--- src/rtl/uart_fifo_pkg.sv ---
package uart_fifo_pkg;
  typedef enum logic [1:0] {
    ADDR_TX   = 2'd0,
    ADDR_RX   = 2'd1,
    ADDR_CTRL = 2'd2,
    ADDR_IDX  = 2'd3
  } reg_addr_e;

  localparam int unsigned BUS_W      = 16;
  localparam int unsigned RX_IDX_LSB = 8;
  localparam int unsigned CTRL_EN    = 0;
  localparam int unsigned CTRL_TXRST = 2;
  localparam int unsigned CTRL_RXRST = 3;
  localparam int unsigned CTRL_TOUT  = 4;
endpackage

--- src/rtl/uart_fifo_queue.sv ---
module uart_fifo_queue #(
  parameter int unsigned WIDTH = 8,
  parameter int unsigned DEPTH = 16,
  localparam int unsigned PTR_W = $clog2(DEPTH),
  localparam int unsigned CNT_W = $clog2(DEPTH + 1)
) (
  input  logic             clk_i,
  input  logic             rst_ni,
  input  logic             flush_i,
  input  logic             push_i,
  input  logic [WIDTH-1:0] data_i,
  input  logic             pop_i,
  output logic [WIDTH-1:0] data_o,
  output logic [CNT_W-1:0] cnt_o,
  output logic             full_o,
  output logic             empty_o
);
  logic [WIDTH-1:0] mem_q [DEPTH];
  logic [PTR_W-1:0] wr_ptr_q, rd_ptr_q;
  logic [CNT_W-1:0] cnt_q;
  logic do_push, do_pop;

  assign full_o  = (cnt_q == CNT_W'(DEPTH));
  assign empty_o = (cnt_q == '0);
  assign do_push = push_i && !full_o;
  assign do_pop  = pop_i && !empty_o;
  assign data_o  = mem_q[rd_ptr_q];
  assign cnt_o   = cnt_q;

  function automatic logic [PTR_W-1:0] ptr_next(input logic [PTR_W-1:0] p);
    return (p == PTR_W'(DEPTH - 1)) ? '0 : p + 1'b1;
  endfunction

  always_ff @(posedge clk_i or negedge rst_ni) begin
    if (!rst_ni) begin
      wr_ptr_q <= '0;
      rd_ptr_q <= '0;
      cnt_q    <= '0;
    end else if (flush_i) begin
      wr_ptr_q <= '0;
      rd_ptr_q <= '0;
      cnt_q    <= '0;
    end else begin
      if (do_push) wr_ptr_q <= ptr_next(wr_ptr_q);
      if (do_pop)  rd_ptr_q <= ptr_next(rd_ptr_q);
      cnt_q <= cnt_q + CNT_W'(do_push) - CNT_W'(do_pop);
    end
  end

  always_ff @(posedge clk_i) begin
    if (do_push && !flush_i) mem_q[wr_ptr_q] <= data_i;
  end
endmodule

--- src/rtl/uart_fifo_rx_timer.sv ---
module uart_fifo_rx_timer #(
  parameter int unsigned TOUT_W = 4
) (
  input  logic              clk_i,
  input  logic              rst_ni,
  input  logic              arrive_i,
  input  logic              empty_i,
  input  logic              tick_i,
  input  logic [TOUT_W-1:0] limit_i,
  output logic              timeout_o
);
  logic [TOUT_W-1:0] idle_q;

  // idle character times since last arrival, saturating
  always_ff @(posedge clk_i or negedge rst_ni) begin
    if (!rst_ni)                       idle_q <= '0;
    else if (arrive_i || empty_i)      idle_q <= '0;
    else if (tick_i && (idle_q != '1)) idle_q <= idle_q + 1'b1;
  end

  assign timeout_o = !empty_i && (limit_i != '0) && (idle_q >= limit_i);
endmodule

--- src/rtl/uart_fifo_pair.sv ---
module uart_fifo_pair
  import uart_fifo_pkg::*;
#(
  parameter int unsigned DEPTH      = 16,
  parameter int unsigned TX_W       = 8,
  parameter int unsigned RX_W       = 10,
  parameter int unsigned AEMPTY_LVL = 4,
  parameter int unsigned AFULL_LVL  = 12,
  parameter int unsigned TOUT_W     = 4,
  localparam int unsigned CNT_W     = $clog2(DEPTH + 1)
) (
  input  logic             clk_i,
  input  logic             rst_ni,
  input  logic             bus_req_i,
  input  logic             bus_we_i,
  input  logic [1:0]       bus_addr_i,
  input  logic [BUS_W-1:0] bus_wdata_i,
  output logic [BUS_W-1:0] bus_rdata_o,
  output logic [TX_W-1:0]  tx_data_o,
  output logic             tx_valid_o,
  input  logic             tx_ready_i,
  input  logic [RX_W-1:0]  rx_char_i,
  input  logic             rx_valid_i,
  input  logic             char_tick_i,
  output logic             tx_empty_o,
  output logic             tx_aempty_o,
  output logic             rx_afull_o,
  output logic             rx_full_o,
  output logic             tx_overflow_o,
  output logic             tx_underrun_o,
  output logic             rx_overrun_o,
  output logic             rx_timeout_o
);
  logic              en_q, tx_flush_q, rx_flush_q;
  logic [TOUT_W-1:0] tout_q;
  logic [CNT_W-1:0]  tx_cnt, rx_cnt;
  logic [RX_W-1:0]   rx_head;
  logic              tx_full, rx_empty;
  logic              wr_tx, wr_ctrl, rd_rx, tx_push, tx_pop, rx_push, rx_pop;
  logic              tx_ovf_q, tx_udr_q, rx_ovr_q;
  logic              unused_bits;

  assign wr_tx   = bus_req_i && bus_we_i  && (reg_addr_e'(bus_addr_i) == ADDR_TX);
  assign wr_ctrl = bus_req_i && bus_we_i  && (reg_addr_e'(bus_addr_i) == ADDR_CTRL);
  assign rd_rx   = bus_req_i && !bus_we_i && (reg_addr_e'(bus_addr_i) == ADDR_RX);
  assign tx_push = en_q && wr_tx;
  assign tx_pop  = tx_valid_o && tx_ready_i;
  assign rx_push = en_q && rx_valid_i;
  assign rx_pop  = en_q && rd_rx;
  assign unused_bits = ^{bus_wdata_i[BUS_W-1:CTRL_TOUT+TOUT_W], bus_wdata_i[1]};

  always_ff @(posedge clk_i or negedge rst_ni) begin
    if (!rst_ni) begin
      en_q       <= 1'b0;
      tx_flush_q <= 1'b0;
      rx_flush_q <= 1'b0;
      tout_q     <= '0;
    end else if (wr_ctrl) begin
      en_q       <= bus_wdata_i[CTRL_EN];
      tx_flush_q <= bus_wdata_i[CTRL_TXRST];
      rx_flush_q <= bus_wdata_i[CTRL_RXRST];
      tout_q     <= bus_wdata_i[CTRL_TOUT +: TOUT_W];
    end else begin
      // flush completes in the edge that sees the bit
      tx_flush_q <= 1'b0;
      rx_flush_q <= 1'b0;
    end
  end

  uart_fifo_queue #(.WIDTH(TX_W), .DEPTH(DEPTH)) tx_q_i (
    .clk_i   (clk_i),
    .rst_ni  (rst_ni),
    .flush_i (tx_flush_q),
    .push_i  (tx_push),
    .data_i  (bus_wdata_i[TX_W-1:0]),
    .pop_i   (tx_pop),
    .data_o  (tx_data_o),
    .cnt_o   (tx_cnt),
    .full_o  (tx_full),
    .empty_o (tx_empty_o)
  );

  uart_fifo_queue #(.WIDTH(RX_W), .DEPTH(DEPTH)) rx_q_i (
    .clk_i   (clk_i),
    .rst_ni  (rst_ni),
    .flush_i (rx_flush_q),
    .push_i  (rx_push),
    .data_i  (rx_char_i),
    .pop_i   (rx_pop),
    .data_o  (rx_head),
    .cnt_o   (rx_cnt),
    .full_o  (rx_full_o),
    .empty_o (rx_empty)
  );

  uart_fifo_rx_timer #(.TOUT_W(TOUT_W)) rx_tmr_i (
    .clk_i     (clk_i),
    .rst_ni    (rst_ni),
    .arrive_i  (rx_push),
    .empty_i   (rx_empty),
    .tick_i    (char_tick_i),
    .limit_i   (tout_q),
    .timeout_o (rx_timeout_o)
  );

  assign tx_valid_o  = en_q && !tx_empty_o;
  assign tx_aempty_o = (tx_cnt <= CNT_W'(AEMPTY_LVL));
  assign rx_afull_o  = (rx_cnt >= CNT_W'(AFULL_LVL));

  always_ff @(posedge clk_i or negedge rst_ni) begin
    if (!rst_ni) begin
      tx_ovf_q <= 1'b0;
      tx_udr_q <= 1'b0;
      rx_ovr_q <= 1'b0;
    end else begin
      tx_ovf_q <= tx_push && tx_full;
      tx_udr_q <= en_q && tx_ready_i && tx_empty_o;
      rx_ovr_q <= rx_push && rx_full_o;
    end
  end

  assign tx_overflow_o = tx_ovf_q;
  assign tx_underrun_o = tx_udr_q;
  assign rx_overrun_o  = rx_ovr_q;

  always_comb begin
    bus_rdata_o = '0;
    unique case (reg_addr_e'(bus_addr_i))
      ADDR_RX:   if (en_q && !rx_empty) bus_rdata_o[RX_W-1:0] = rx_head;
      ADDR_CTRL: begin
        bus_rdata_o[CTRL_EN]               = en_q;
        bus_rdata_o[CTRL_TXRST]            = tx_flush_q;
        bus_rdata_o[CTRL_RXRST]            = rx_flush_q;
        bus_rdata_o[CTRL_TOUT +: TOUT_W]   = tout_q;
      end
      ADDR_IDX: begin
        bus_rdata_o[CNT_W-1:0]             = tx_cnt;
        bus_rdata_o[RX_IDX_LSB +: CNT_W]   = rx_cnt;
      end
      default: bus_rdata_o = '0;
    endcase
  end
endmodule

--- config.mk ---
export PLATFORM = sky130hd
export DESIGN_NAME = uart_fifo_pair
export DESIGN_NICKNAME = d
export VERILOG_FILES = /design/src/rtl/uart_fifo_pkg.sv /design/src/rtl/uart_fifo_queue.sv /design/src/rtl/uart_fifo_rx_timer.sv /design/src/rtl/uart_fifo_pair.sv
export SDC_FILE = /design/constraint.sdc
export NUM_CORES = 1
export LEC_CHECK = 0
export BUFFER_PORTS_ARGS = -buffer_cell sky130_fd_sc_hd__buf_2
export CORE_AREA = 2 2 177 179
export DETAILED_ROUTE_END_ITERATION = 10
export DIE_AREA = 0 0 179 181
export PLACE_DENSITY = 0.67
export SYNTH_ARGS = -nofsm -noshare
export SYNTH_HDL_FRONTEND = slang
export SYNTH_SLANG_ARGS = --single-unit
export TNS_END_PERCENT = 50
--- constraint.sdc ---
create_clock -name clk_i -period 3.6 [get_ports clk_i]
set_input_delay 0.72 -clock clk_i [delete_from_list [all_inputs] [get_ports clk_i]]
set_output_delay 0.72 -clock clk_i [all_outputs]
set_load 0.01 [all_outputs]
# After elaboration in Yosys (flattened, before gate mapping)
# Memory sizes are Yosys's and may differ from the RTL's.
# Cells that the tools add are included.
# Widths: inputs -> output; s select.
dict set report op_classes {
  shifts 0
  order_cmp 3
  reduce_logical 41
  mux 29
  bitwise_logic 0
  add_sub_neg 9
  n_mul 0
  eq_ne 10
  n_div 0
}
# op count
set ops {}
lappend ops {{$mux 4} 14}
lappend ops {{$logic_and 1x1->1} 24}
lappend ops {{$add 4x1->4 const B} 5}
lappend ops {{$eq 4x4->1 const B} 4}
lappend ops {{$add 5x1->5} 2}
lappend ops {{$eq 5x5->1 const B} 2}
lappend ops {{$logic_not 5->1} 2}
lappend ops {{$mux 10} 1}
lappend ops {{$mux 5} 2}
lappend ops {{$reduce_bool 2->1} 5}
lappend ops {{$sub 5x1->5} 2}
lappend ops {{$pmux 3 s3} 1}
lappend ops {{$logic_not 1->1} 7}
lappend ops {{$mux 1} 6}
lappend ops {{$pmux 3 s2} 1}
lappend ops {{$ge 5x4->1 const B} 1}
lappend ops {{$le 5x3->1 const B} 1}
lappend ops {{$eq 2x2->1 const B} 2}
lappend ops {{$ge 4x4->1} 1}
lappend ops {{$ne 4x4->1 const B} 1}
lappend ops {{$pmux 2 s2} 1}
lappend ops {{$reduce_bool 4->1} 1}
lappend ops {{$mux 3} 1}
lappend ops {{$pmux 1 s3} 1}
lappend ops {{4 further kinds} 4}
dict set report totals {
  output_inout_bits 33
  elab_cells 108
  ramBits 288
  mem_bits_ro 0
  latchBits 0
  mem_count 2
  ff_bits 40
}
# memory depth word_bits rd rd_ports_with_merged_regs wr line
set memory_table {}
lappend memory_table {rx_q_i.mem_q 16 10 1 0 1 uart_fifo_queue.sv:18} ;# logic [WIDTH-1:0] mem_q [DEPTH];
lappend memory_table {tx_q_i.mem_q 16 8 1 0 1 uart_fifo_queue.sv:18}

# Depth between registers and ports, before layout
# Gate-level depths: netlist of run 1.
dict set report logic_depth {
  ltp_word 7
  ltp_mapped 14
}

# By module
# Synthesis of run 1 repeated with hierarchy kept, for this count alone.
dict set report unflattened {
  hier_cells 829
  hier_area_um2 14002.2
}
# mod cells_per_inst area_per_inst_um2 instances seq_area_each_um2
set modules_own_cells {}
lappend modules_own_cells {{uart_fifo_queue (rx_q_i)} 397 7040.5 1 5129.9}
lappend modules_own_cells {{uart_fifo_queue (tx_q_i)} 324 5881.9 1 4169.0}
lappend modules_own_cells {uart_fifo_pair 73 729.4 1 250.2}
lappend modules_own_cells {uart_fifo_rx_timer 35 350.3 1 100.1}

# Worst setup path after synthesis of run 1
# Ideal clock, no wire load.
dict set report synth_timing {
  path_kind {input to register}
  from {input bus_addr_i[0]}
  to {memory tx_q_i.mem_q[6][0] (netlist: tx_q_i.mem_q[3][0]) (enable)}
  stages 7
  n_path_buf 1
  t_required_ns 3.205
  t_arrival_ns 2.575
  setup_slack_ns 0.631
  setup_time_ns 0.395
  path_cell_list {inv_1 > ha_1 > nand4_1 > nor2b_1 > buf_2 > nor2b_1 > nor4bb_1}
}
dict set report synth_via {
  elab_chain_cells 7
}
# item line
set synth_lines {}
lappend synth_lines {{start: declaration} uart_fifo_pair.sv:16} ;# input logic [1:0] bus_addr_i,
lappend synth_lines {{$logic_not 2->1} uart_fifo_pair.sv:43} ;# assign wr_tx = bus_req_i && bus_we_i && (reg_addr_e'(bus_addr_i) == ADDR_TX);
lappend synth_lines {{$logic_and 1x1->1} uart_fifo_pair.sv:43}
lappend synth_lines {{$logic_and 1x1->1} uart_fifo_pair.sv:46} ;# assign tx_push = en_q && wr_tx;
lappend synth_lines {{$logic_and 1x1->1} uart_fifo_queue.sv:25} ;# assign do_push = push_i && !full_o;
lappend synth_lines {{$logic_and 1x1->1} uart_fifo_queue.sv:51} ;# if (do_push && !flush_i) mem_q[wr_ptr_q] <= data_i;
lappend synth_lines {{$mux 1} uart_fifo_queue.sv:51}
lappend synth_lines {{$mux 1 (not written as such)} uart_fifo_queue.sv:51}
lappend synth_lines {{end: declaration} uart_fifo_queue.sv:18}
# Every way passes these cells.

# Worst setup path after layout of run 1
dict set report layout_timing {
  from {register rx_q_i.rd_ptr_q[0]}
  to {output bus_rdata_o[2]}
}
dict set report layout_via {
  elab_chain_cells 3
}
# item line
set layout_lines {}
lappend layout_lines {{start: declaration} uart_fifo_queue.sv:19} ;# logic [PTR_W-1:0] wr_ptr_q, rd_ptr_q;
lappend layout_lines {{start signal: assignment} uart_fifo_queue.sv:45} ;# if (do_pop) rd_ptr_q <= ptr_next(rd_ptr_q);
lappend layout_lines {{$mem_v2 16x10} n/a}
lappend layout_lines {{$mux 10} uart_fifo_pair.sv:129} ;# ADDR_RX: if (en_q && !rx_empty) bus_rdata_o[RX_W-1:0] = rx_head;
lappend layout_lines {{$pmux 3 s3} uart_fifo_pair.sv:128} ;# unique case (reg_addr_e'(bus_addr_i))
lappend layout_lines {{end: declaration} uart_fifo_pair.sv:18} ;# output logic [BUS_W-1:0] bus_rdata_o,
# Every way passes these cells.

==> results of run 1 <==
-- Yosys cell counts (all sizes together), types with 2 or more instances --
library cell,count
edfxtp,288
mux4,66
nor2,52
dfrtp,40
ha,36
nand2,34
mux2i,30
inv,29
buf,26
a21oi,19
o21ai,16
nor2b,15
clkbuf,13
mux2,12
and2,10
nor3,10
and3,9
nand3,9
a211oi,8
a22oi,8
xor2,8
a21o,6
xnor2,6
nand2b,5
a221o,4
nor4b,4
a22o,3
a31oi,3
fa,2
nand4,2
nor4bb,2
o221ai,2
o22ai,2
o311ai,2
-- metal layers --
layer	up-vias	wire length [um]	part of all wire (%)	GRT usage (%)
li1	3304	-	-	-
met1	3729	12100	42	23.9
met2	194	14600	51	30.6
met3	44	1450	5.1	2.78
met4	0	594	2.1	4.81
met5	-	0	0	0
-- sequential cells by signal, indices dropped and copies added (netlist names) --
signal	cells
tx_q_i.mem_q	128
tx_underrun_o	1
tx_overflow_o	1
rx_q_i.rd_ptr_q	4
tx_q_i.cnt_o	5
rx_flush_q	1
rx_overrun_o	1
rx_q_i.wr_ptr_q	4
tx_flush_q	1
tx_q_i.wr_ptr_q	4
rx_q_i.mem_q	160
rx_tmr_i.idle_q	4
tout_q	4
rx_q_i.cnt_o	5
en_q	1
tx_q_i.rd_ptr_q	4
-- kinds of logic (layout without fill, tap and decap cells) --
kind of cell | after synthesis | after routing | share of synthesized area, %
flops | 328 | 328 | 69.6
simple gates | 161 | 161 | 6.06
mux | 108 | 108 | 14.1
compound gates | 75 | 75 | 3.54
buf+inv | 68 | 197 | 2.29
fa+ha+maj | 38 | 38 | 3.54
xor+xnor | 14 | 14 | 0.885
other cells | 1 | 3 | 0.0271
-- power groups by stage --
stage	logic (W)	clock network, W	registers, W
CTS	0.00292	0.00359	0.00478
global placement	0.00285	0	0.00484
finish	0.00295	0.00351	0.00476
floorplan	0.00226	0	0.00461
detailed placement	0.00290	0	0.00485
global route	0.00325	0.00375	0.00480
-- per-stage QoR --
step / cell area, um^2 / total power [W] / hold slack [ns]
2_1_floorplan: 13900 / 0.00687 / 0.424
3_3_place_gp: 14800 / 0.00770 / 0.572
3_5_place_dp: 14800 / 0.00775 / 0.574
4_1_cts: 15900 / 0.0113 / 0.395
5_1_grt: 16000 / 0.0118 / 0.432
6_report: 16000 / 0.0112 / 0.355
-- repair_timing --
item                                    4_1_cts  5_1_grt
setup buffers                                 0        3
hold buffers                                  0        0
endpoints found under the setup margin        7        1
gates resized for setup                       3        1
-- path summary, 6_finish.rpt --
kind | startpoint | end | slack (ns) | depth (start not counted)
worst max-delay path | rx_q_i.rd_ptr_q[0] | bus_rdata_o[2] | 0.13 | 7
worst min-delay path | rst_ni | rx_q_i.wr_ptr_q[2] | 0.35 | 1
worst max register to register | tx_q_i.cnt_o[2] | tx_q_i.cnt_o[4] | 0.73 | 14
worst min register to register | rx_tmr_i.idle_q[1] | rx_tmr_i.idle_q[1] | 0.59 | 2
max in group asynchronous | rst_ni | rx_q_i.rd_ptr_q[0] | 2.52 | 1
min in group clk_i | rx_valid_i | rx_overrun_o | 0.47 | 2
-- area by class of cell --
cell class | instances | area [um^2]
fillers | 2375 | 14400
flip-flops and latches | 328 | 9660
multi-input cells | 399 | 3920
clock buffers | 39 | 912
repair buffers | 105 | 664
well taps | 396 | 495
clock inverters | 24 | 220
inverters | 29 | 109
==> load_flow_metrics.sql, run 1 <==
INSERT INTO impl_metrics (metric_group, metric, value, unit) VALUES
('cells_and_area', 'total_nets_final', '971', ''),
('sta', 'totalNegativeSetupSlack', '0', 'ns'),
('outcome', 'status', 'finished clean', ''),
('drt', 'routed_via_density', '5.51', ''),
('grt', 'grt_pass1_vias', '7442', ''),
('clock_tree', 'clock_latency_on_the_worst_skew_pair', '0.52', 'ns'),
('placement', 'dpl.cell_count', '1254', ''),
('setup_path', 'critPathLaunchType', 'flop', ''),
('logic_synthesis', 'synth_top_area_share', '62.4', '%'),
('logic_synthesis', 'synth_enable_flop_cells', '288', ''),
('logic_synthesis', 'yosysSeqAreaShare', '69.6', '%'),
('logic_synthesis', 'synth_async_reset_ratio', '12.2', '%'),
('placement', 'place_hpwl', '18.9', 'mm'),
('cells_and_area', 'mostFrequentLayoutCells', 'edfxtp_1 (288), mux4_2 (59), buf_2 (56)', ''),
('floorplan', 'die_height', '181', 'um'),
('logic_synthesis', 'synth.lib_cells_used.distinct', '53', ''),
('floorplan', 'core_area', '0.0303', 'mm^2'),
('power', 'vdd_ir_drop_max', '0.439', 'mV'),
('sta', 'final.setup.worst_slack', '0.127', 'ns'),
('drt', 'wirelength', '28.7', 'mm'),
('job', 'timing.max_cap.violations', '0', ''),
('sta', 'worst_slew_margin_rel', '35.5', '%'),
('drt', 'first_iter_violations', '517', ''),
('cells_and_area', 'synthToLayoutAreaGrowth', '15.2', '%'),
('cells_and_area', 'finish.utilization', '52.6', '%'),
('sta', 'fin_crit_period', '3.47', 'ns'),
('power', 'internal-power', '0.00791', 'W'),
('clock_tree', 'clock-root-buffer', 'clkbuf_16', ''),
('clock_tree', 'clock_tree.htree_level_count', '2', ''),
('logic_synthesis', 'yosys_register_bits', '328', ''),
('cells_and_area', 'layout-drive-gt1-share', '25.8', '%'),
('grt', 'grt_start_max_net_pins', '41', ''),
('power', 'powerDensity', '702', 'mW/mm^2'),
('logic_synthesis', 'post_synth_inst_count', '793', ''),
('logic_synthesis', 'synth_largest_area_cell', 'edfxtp_1', ''),
('grt', 'grt_overflow', '0', ''),
('setup_path', 'cp_data_arrival_time', '2.75', 'ns'),
('logic_synthesis', 'netlist_top_cells_area', 'edfxtp_1 (62%), mux4_2 (9.6%), dfrtp_1 (7.2%), ha_1 (3.2%), mux2i_1 (2.2%)', ''),
('drt', 'drc_errors', '0', ''),
('power', 'switching_share', '29.5', '%'),
('power', 'comb_power_share', '26.3', '%'),
('sta', 'setup_viol_count_final', '0', ''),
('sta', 'fin_crit_sh', '96.5', '%'),
('placement', 'place.gp.congestion', '0.786', ''),
('logic_synthesis', 'syn_area_per_cell', '17.5', 'um^2'),
('sta', 'max_clock_freq', '0.288', 'GHz'),
('sta', 'worst-slew-pin-transition', '0.967', 'ns'),
('sta', 'timing.final.max_slew_violations', '0', ''),
('drt', 'dr.pass1.iters', '5', ''),
('setup_path', 'timing.critical_path.mode_cell', 'o21ai_0', ''),
('setup_path', 'critical_path.n_buffers_inverters', '2', ''),
('min_path', 'timing.hold.worst.class', 'input port to async pin', ''),
('floorplan', 'start_util', '45.7', '%'),
('setup_path', 'critPathMaxStageDelay', '0.60', 'ns'),
('cells_and_area', 'antenna-diode-count', '0', ''),
('floorplan', 'boundaryPins', '68', ''),
('placement', 'placement.setup.worst_slack', '0.409', 'ns'),
('sta', 'fin_worst_skew', '0.0291', 'ns'),
('clock_tree', 'numClockSinks', '328', ''),
('cells_and_area', 'most_frequent_standard_cell_in_the_layout_excluding_fill_and_tap_cells', 'edfxtp_1', ''),
('setup_path', 'setup.worst_path.end_class', 'output pin', ''),
('logic_synthesis', 'ys_dominant_reg_cell', 'edfxtp_1', ''),
('cells_and_area', 'layout.cells.non_filler', '1320', ''),
('power', 'share_clk_of_total_power', '31.3', '%'),
('setup_path', 'worst-path-max-fanout', '8', ''),
('drt', 'antenna_left', '0', ''),
('drt', 'vias', '7271', ''),
('grt', 'wire_length_of_the_first_global_routing_pass', '43.4', 'mm'),
('setup_path', 'critPathTopFamily', 'compound AO/OA/AOI/OAI gates', ''),
('clock_tree', 'cts.clk_slew.worst_paths', '0.06', 'ns'),
('setup_path', 'path_cells', 'buf_12 > mux4_1 > nand2_1 > o21ai_0 > o311ai_1 > o21ai_0 > buf_2', '');
No activity file was read; power rests on OpenSTA's default activity.
==> inputs of run 2 (changes only) <==
==> constraint.sdc (replaced) <==
create_clock -name clk_i -period 3.6 [get_ports clk_i]
set_input_delay 0.18 -clock clk_i [delete_from_list [all_inputs] [get_ports clk_i]]
set_output_delay 0.18 -clock clk_i [all_outputs]
set_load 0.01 [all_outputs]
==> run 2 against run 1 <==
Sequential cell count did not move. Critical endpoint is now bus_rdata_o[3]. Sequential share of layout area rose by 0.30 points. Worst setup slack improved by 0.17 ns. Cell count fell by 1.2%. Critical path depth fell by 1. Largest power group unchanged. Highest routed layer unchanged. Routed wire length fell by 2.4%.
==> load_flow_metrics.sql, run 2 (synthesis gave the netlist of run 1 again) <==
INSERT INTO impl_metrics (metric_group, metric, value, unit) VALUES
('floorplan', 'core_area', '0.0303', 'mm^2'),
('sta', 'timing.final.max_slew_violations', '0', ''),
('cells_and_area', 'layout-drive-gt1-share', '24.0', '%'),
('power', 'powerDensity', '702', 'mW/mm^2'),
('cells_and_area', 'largestRegisters', 'rx_q_i.mem_q: 160 flops, tx_q_i.mem_q: 128 flops', ''),
('setup_path', 'worstSetupPathType', 'flop to output pin', ''),
('cells_and_area', 'most_frequent_standard_cell_in_the_layout_excluding_fill_and_tap_cells', 'edfxtp_1', ''),
('cells_and_area', 'top_register', 'rx_q_i.mem_q', ''),
('clock_tree', 'numClockSinks', '328', ''),
('setup_path', 'critPathLaunchType', 'flop', ''),
('min_path', 'timing.hold.worst.class', 'input port to flop', ''),
('floorplan', 'boundaryPins', '68', ''),
('cells_and_area', 'synthToLayoutAreaGrowth', '14.6', '%'),
('drt', 'detail_route.wl_per_cell', '21.5', 'um'),
('setup_path', 'setup.worst_path.end_class', 'output pin', ''),
('cells_and_area', 'antenna-diode-count', '0', ''),
('clock_tree', 'clk_path_buf_depth', '3', ''),
('job', 'timing.max_cap.violations', '0', ''),
('sta', 'worst_slew_margin_rel', '35.3', '%'),
('setup_path', 'worst-endpoint-required', '3.42', 'ns'),
('outcome', 'status', 'finished clean', ''),
('sta', 'worst-slew-pin-transition', '0.970', 'ns'),
('floorplan', 'die_width', '179', 'um'),
('sta', 'fin_worst_skew', '0.0304', 'ns'),
('sta', 'fin_crit_period', '3.30', 'ns'),
('sta', 'setup_viol_count_final', '0', ''),
('setup_path', 'worst-path-max-fanout', '13', ''),
('placement', 'place.port_buffers', '56', ''),
('floorplan', 'start_util', '45.7', '%'),
('clock_tree', 'cts_tree', 'yes', ''),
('drt', 'first_iter_violations', '445', ''),
('clock_tree', 'cts_inserted_buffers', '35', ''),
('drt', 'dr.pass1.iters', '5', ''),
('sta', 'grt_setup_unrepaired', 'false', ''),
('grt', 'grt_overflow', '0', ''),
('cells_and_area', 'mostFrequentLayoutCells', 'edfxtp_1 (288), mux4_2 (59), buf_2 (56)', ''),
('placement', 'placement.setup.worst_slack', '0.681', 'ns'),
('placement', 'place.gp.congestion', '0.805', ''),
('floorplan', 'die_height', '181', 'um'),
('sta', 'totalNegativeSetupSlack', '0', 'ns'),
('grt', 'grt_antenna_before_repair', '0', ''),
('clock_tree', 'cts.clk_slew.worst_paths', '0.06', 'ns'),
('grt', 'gr-usage-all-layers', '17.7', '%'),
('sta', 'final_hold_viol_count', '0', ''),
('grt', 'grt_pass1_vias', '7257', ''),
('floorplan', 'rows', '64', ''),
('drt', 'drc_errors', '0', ''),
('drt', 'wirelength', '28.0', 'mm'),
('drt', 'antenna_left', '0', ''),
('clock_tree', 'clock-root-buffer', 'clkbuf_16', ''),
('cells_and_area', 'total_nets_final', '958', ''),
('power', 'cellLeakagePower', '5.59', 'nW'),
('sta', 'max_clock_freq', '0.303', 'GHz'),
('grt', 'wire_length_of_the_first_global_routing_pass', '42.9', 'mm'),
('power', 'vdd_ir_drop_max', '0.381', 'mV'),
('drt', 'routed_via_density', '5.50', ''),
('placement', 'place_hpwl', '18.4', 'mm'),
('sta', 'fin_crit_sh', '91.8', '%'),
('cells_and_area', 'largest_register_ffs', '160', ''),
('sta', 'final.setup.worst_slack', '0.296', 'ns'),
('clock_tree', 'clock_tree.htree_level_count', '2', ''),
('setup_path', 'cp_data_arrival_time', '3.12', 'ns'),
('floorplan', 'die_area', '0.0324', 'mm^2'),
('clock_tree', 'clock_latency_on_the_worst_skew_pair', '0.52', 'ns'),
('drt', 'vias', '7178', ''),
('grt', 'grt_start_max_net_pins', '41', '');
[run 2: area by class of cell]
| cell class | count | area [um^2] |
|---|---|---|
| Inverter | 29 | 109 |
| Sequential cell | 328 | 9650 |
| Timing Repair Buffer | 92 | 573 |
| Tap cell | 396 | 495 |
| Clock inverter | 19 | 244 |
| Multi-Input combinational cell | 399 | 3920 |
| Fill cell | 2459 | 14500 |
| Clock buffer | 41 | 898 |
[run 2: timing repair]
item | 4_1_cts | 5_1_grt
resized for setup | 0 | 0
setup buffers | 0 | 0
endpoints found under the hold margin | 43 | 0
hold buffers | 4 | 0
[run 2: path summary, 6_finish.rpt]
kind | startpoint | end | slack (ns) | depth (start not counted)
min in group asynchronous | rst_ni | rx_q_i.wr_ptr_q[2] | 0.35 | 2
min | rx_char_i[6] | rx_q_i.mem_q[0][6] | 0.04 | 1
min reg2reg | rx_tmr_i.idle_q[1] | rx_tmr_i.idle_q[1] | 0.59 | 2
max | rx_q_i.rd_ptr_q[0] | bus_rdata_o[3] | 0.30 | 6
max reg2reg | tx_q_i.cnt_o[2] | tx_q_i.cnt_o[4] | 0.65 | 15
max in group asynchronous | rst_ni | rx_q_i.rd_ptr_q[1] | 2.56 | 2
[run 2: worst max-delay path, cell delays in order, from the launching register on]
cell and delay [ns]:
dfrtp_2 0.63, mux4_2 0.57, nand2_1 0.08, o21ai_0 0.09, o311ai_0 0.73, o21ai_0 0.28
buf_2 0.21
[run 2: metrics by stage]
stage	total power, W	std cells	area (um^2)	utilization [%]	hold WS (ns)
finish	0.0112	1304	15900	52.3	0.0433
global route	0.0117	1304	15900	52.3	0.0502
CTS	0.0113	1304	15900	52.3	0.0340
detailed placement	0.00771	1240	14700	48.5	0.388
global placement	0.00767	1240	14700	48.5	0.391
floorplan	0.00687	795	13900	-	-0.116
[run 2: per-layer routing]
metal	vias to the layer above	track usage [%]	part of all wire (%)
li1	3271	-	-
met1	3683	24.8	44
met2	177	28.9	50
met3	47	2.80	4.6
met4	0	4.72	2.1
met5	-	0	0
[run 2: report_power, final]
part	leakage, nW	internal, W	total (W)	switching [W]
combinational	1.94	0.00139	0.00277	0.00138
clock	0.558	0.00215	0.00356	0.00140
sequential	3.10	0.00438	0.00483	0.000444
total	5.59	0.00792	0.0112	0.00323
